File: config.mk
export PLATFORM = sky130hd
export DESIGN_NAME = irq_pulse_agg
export DESIGN_NICKNAME = d
export VERILOG_FILES = /design/src/rtl/irq_agg_pkg.sv /design/src/rtl/irq_src_regs.sv /design/src/rtl/irq_arm_fsm.sv /design/src/rtl/irq_pulse_agg.sv
export SDC_FILE = /design/constraint.sdc
export NUM_CORES = 1
export LEC_CHECK = 0
export ABC_AREA = 1
export BUFFER_PORTS_ARGS = -buffer_cell sky130_fd_sc_hd__buf_2
export CAP_MARGIN = 20
export CORE_MARGIN = 2
export CORE_UTILIZATION = 45
export DETAILED_ROUTE_END_ITERATION = 6
export GPL_TIMING_DRIVEN = 1
export PLACE_DENSITY = 0.72
export SLEW_MARGIN = 40
export SYNTH_ARGS = -nofsm -noshare
export SYNTH_HDL_FRONTEND = slang
export SYNTH_SLANG_ARGS = --single-unit
File: constraint.sdc
create_clock -name clk -period 0.98 [get_ports clk]
set_input_delay 0.049 -clock clk [delete_from_list [all_inputs] [get_ports clk]]
set_output_delay 0.049 -clock clk [all_outputs]
set_load 0.02 [all_outputs]
File: src/rtl/irq_agg_pkg.sv
package irq_agg_pkg;
    localparam int ADDR_W = 3;

    typedef enum logic [ADDR_W-1:0] {
        A_PEND_SET = 3'd0,
        A_PEND_CLR = 3'd1,
        A_EN_SET   = 3'd2,
        A_EN_CLR   = 3'd3,
        A_MASKED   = 3'd4
    } reg_addr_e;

    typedef enum logic [1:0] {
        ST_ARMED = 2'd0,
        ST_FIRE  = 2'd1,
        ST_HOLD  = 2'd2
    } arm_state_e;
endpackage

File: src/rtl/irq_src_regs.sv
module irq_src_regs
    import irq_agg_pkg::*;
#(
    parameter int NSRC = 8
) (
    input  logic              clk,
    input  logic              rst_n,
    input  logic [NSRC-1:0]   hw_evt,
    input  logic              wr_en,
    input  logic [ADDR_W-1:0] wr_addr,
    input  logic [NSRC-1:0]   wr_data,
    input  logic [ADDR_W-1:0] rd_addr,
    output logic [NSRC-1:0]   rd_data,
    output logic [NSRC-1:0]   pend_q,
    output logic [NSRC-1:0]   en_q,
    output logic              reg_wr
);
    logic [NSRC-1:0] pset, pclr, eset, eclr, masked;

    always_comb begin
        pset = '0;
        pclr = '0;
        eset = '0;
        eclr = '0;
        if (wr_en) begin
            unique case (wr_addr)
                A_PEND_SET: pset = wr_data;
                A_PEND_CLR: pclr = wr_data;
                A_EN_SET:   eset = wr_data;
                A_EN_CLR:   eclr = wr_data;
                default:    ;
            endcase
        end
    end

    assign reg_wr = wr_en && (wr_addr <= A_EN_CLR);
    assign masked = pend_q & en_q;

    for (genvar i = 0; i < NSRC; i++) begin : g_src
        always_ff @(posedge clk) begin
            if (!rst_n) begin
                pend_q[i] <= 1'b0;
                en_q[i]   <= 1'b0;
            end else begin
                // hardware event dominates a same-cycle software clear
                pend_q[i] <= hw_evt[i] | pset[i] | (pend_q[i] & ~pclr[i]);
                en_q[i]   <= eset[i] | (en_q[i] & ~eclr[i]);
            end
        end
    end

    always_comb begin
        unique case (rd_addr)
            A_PEND_SET, A_PEND_CLR: rd_data = pend_q;
            A_EN_SET, A_EN_CLR:     rd_data = en_q;
            A_MASKED:               rd_data = masked;
            default:                rd_data = '0;
        endcase
    end
endmodule

File: src/rtl/irq_arm_fsm.sv
module irq_arm_fsm
    import irq_agg_pkg::*;
(
    input  logic clk,
    input  logic rst_n,
    input  logic pending,
    input  logic rearm,
    output logic irq_pulse
);
    arm_state_e state_q, state_d;

    always_ff @(posedge clk) begin
        if (!rst_n) state_q <= ST_ARMED;
        else        state_q <= state_d;
    end

    always_comb begin
        state_d = state_q;
        unique case (state_q)
            ST_ARMED: if (pending) state_d = ST_FIRE;                   // DETECT
            ST_FIRE:  state_d = rearm ? ST_ARMED : ST_HOLD;             // QUICK_REARM / RETIRE
            ST_HOLD:  if (rearm) state_d = ST_ARMED;                    // REARM
            default:  state_d = ST_ARMED;
        endcase
    end

    always_comb begin
        irq_pulse = (state_q == ST_FIRE);
    end
endmodule

File: src/rtl/irq_pulse_agg.sv
module irq_pulse_agg
    import irq_agg_pkg::*;
#(
    parameter int NSRC = 8
) (
    input  logic              clk,
    input  logic              rst_n,
    input  logic [NSRC-1:0]   hw_evt,
    input  logic              wr_en,
    input  logic [2:0]        wr_addr,
    input  logic [NSRC-1:0]   wr_data,
    input  logic [2:0]        rd_addr,
    output logic [NSRC-1:0]   rd_data,
    input  logic              eoi,
    output logic              irq_pulse
);
    logic [NSRC-1:0] pend_q, en_q;
    logic            reg_wr, rearm, pending;

    irq_src_regs #(.NSRC(NSRC)) u_regs (
        .clk     (clk),
        .rst_n   (rst_n),
        .hw_evt  (hw_evt),
        .wr_en   (wr_en),
        .wr_addr (wr_addr),
        .wr_data (wr_data),
        .rd_addr (rd_addr),
        .rd_data (rd_data),
        .pend_q  (pend_q),
        .en_q    (en_q),
        .reg_wr  (reg_wr)
    );

    assign pending = |(pend_q & en_q);
    assign rearm   = eoi | reg_wr;

    irq_arm_fsm u_fsm (
        .clk       (clk),
        .rst_n     (rst_n),
        .pending   (pending),
        .rearm     (rearm),
        .irq_pulse (irq_pulse)
    );
endmodule

==> results.ini <==
[run_status]
outcome=finished, violations left
violations=setup timing

[flow_run]
max_cap_viol_count=0

[logic_synthesis]
synthArstFlopShare_pct=0
syn_inst=177
ys_seq_area_share_pct=32.8
ys_ff_latch=18
yosys_warnings=0
synth_most_common_cell=nand2_1
synth_nets=203
yosysTopAreaCellShare_pct=32.8
syn_area_per_cell_um2=6.21
synth_ff_type=dfxtp_1
synth.distinct_cells=18
yosysTopAreaCell=dfxtp_1
synth_edf_count=0
synth_area_leaders=dfxtp_1 (33%), nand2_1 (13%), nor2_1 (9.9%)
synthTopCellsByCount=nand2_1 (38), nor2_1 (29), inv_1 (28), dfxtp_1 (18), a21oi_1 (16)
netlist_area_mm2=0.00110

[clock_tree]
htree_levels=1
clock_sinks=18
cts_tree=yes
clockRootBuffer=clkbuf_4
cts_buffers=3
clk_latency_ps=300
cts_buffer_depth=2
clk_pin_slew_ps=120

[sta]
finalWorstSetupSlack_ps=-132
finalSetupViolations=9
max_freq_ghz=0.900
tns_ps=-374
rsz0062_at_grt=yes
tightest_slew_ps=438
holdWs_ps=40.1
skew_ps=8.19
relSlewSlack_pct=70.8
period_share_pct=113
period_needed_ps=1110
finalHoldViolCount=0
slew_viol_final=0

[worst_setup_path]
r2r_start=u_regs.en_q[6]
critPathKind=reg -> out
path_max_fanout=2
reg2reg_slack_ps=40
cp-end-kind=output pin
rr_endpoint=u_fsm.state_q[0]
reg2reg_depth=6
crit_required_ps=930
critPathLaunchType=register
crit_arrival_ps=1060

[power]
p_sw_uw=535
combPwrFrac_pct=26.9
peakVddDrop_uv=853
p_seq_share_pct=45.8
clkPwrFrac_pct=27.4
swShare_pct=30.5
power_leakage_uw=0.000846
power_density_mw_per_mm2=1120
internal_power_uw=1220

[floorplan]
die_h_um=53.4
die_area_mm2=0.00285
rows=17
fp.dieW_um=53.4
io_pins=35
core_area_mm2=0.00225
initial_utilization_pct=48.7

[cells_and_area]
synthToLayoutAreaGrowth_pct=42.9
fin_nets=262
diodes=0
drive_above_1_share_pct=43.0
stdcell_area_mm2=0.00157

[place]
dp_hpwl_um=2040
gp_congestion=0.812
pre_cts_ws_ps=42.3
post_dp_cell_area_mm2=0.00133
portBuffers=34

[min_path]
hp-start=hw_evt[6]
min_to=u_regs.pend_q[6]
hold_depth=5
hp-class=in -> reg

[global_routing]
grt_pass1_vias=1230
antenna_found_initial=0
grt_overflow=0
grt_pass1_wl_um=5020
grt_usage_pct=24.5
grt_max_degree=17

[route]
route.detailed.drc=0
drt_iter0_markers=30
dr.pass1.iters=4
wl_per_cell_um=12.2
num_vias=1307
vias_per_cell=4.97
wl_um=3210
antenna_left=0

==> critical path, cell delays in order, from the launching register on <==
cell and delay (ps):
dfxtp_2 350, inv_2 40, or2_4 220, inv_2 50
buf_6 100
==> power by group through the flow <==
stage                     logic [µW]  clock network (µW)  registers (µW)
after CTS                        447                 482             799
final                            471                 480             802
after detailed placement         365                   0             816
after global routing             516                 512             807
after global placement           354                   0             815
after floorplan                  234                   0             809
==> cells by family after synthesis <==
kind of cell    after synthesis  synth area share [%]
buf+inv                      35                  13.9
flops                        18                  32.8
compound gates               36                  17.1
simple gates                 88                  36.2
==> per-stage QoR <==
| step | total power (µW) | util, % | std cells |
|---|---|---|---|
| detailed placement | 1180 | 58.8 | 241 |
| floorplan | 1040 | - | 177 |
| finish | 1750 | 69.6 | 263 |
| global placement | 1170 | 58.8 | 241 |
| global route | 1830 | 69.6 | 263 |
| CTS | 1730 | 68.2 | 261 |
==> routing by layer <==
metal  global-route usage [%]  wire length (µm)  vias up
li1                         -                 -      669
met1                     27.0              1340      581
met2                     45.9              1620       49
met3                     3.11               181        8
met4                     10.3                64        0
met5                        0                 0        -
==> state kept, by name, summed over array words and instances (netlist names) <==
signal,flops
u_fsm.state_q,2
u_regs.en_q,8
u_regs.pend_q,8
==> area by class of cell <==
cell class                      instances  area (µm²)
Clock buffer                            4        36.3
Fill cell                             203         684
Tap cell                               28        35.0
Inverter                               31         116
Sequential cell                        18         382
Multi-Input combinational cell        124         609
Timing Repair Buffer                   58         392
==> worst max path at each step <==
| stage | start | endpoint | slack (ps) | cells after the start |
|---|---|---|---|---|
| after floorplan | u_fsm.state_q[0] | irq_pulse | 170 | 3 |
| after global placement | rd_addr[2] | rd_data[1] | 60 | 5 |
| after detailed placement | rd_addr[2] | rd_data[1] | 40 | 5 |
| after CTS | u_fsm.state_q[0] | irq_pulse | -130 | 4 |
| after global routing | u_fsm.state_q[0] | irq_pulse | -160 | 4 |
| final | u_fsm.state_q[0] | irq_pulse | -130 | 4 |
==> cells in the final DEF (no fill, tap or decap), drive strengths merged, types with 4 or more instances in the layout <==
master / n
a21oi: 18
buf: 57
clkbuf: 4
dfxtp: 18
inv: 31
nand2: 39
nand3: 16
nor2: 32
o21ai: 18
==> repair_timing <==
item / CTS / global route
setup buffers: 15 / 2
pin swaps: 10 / 4
hold buffers: 1 / 0
setup endpoints to repair: 9 / 9
cloned: 0 / 0
hold endpoints to repair: 1 / 0
resized for setup: 39 / 5
Note: power is estimated with default switching activity, not from simulation.
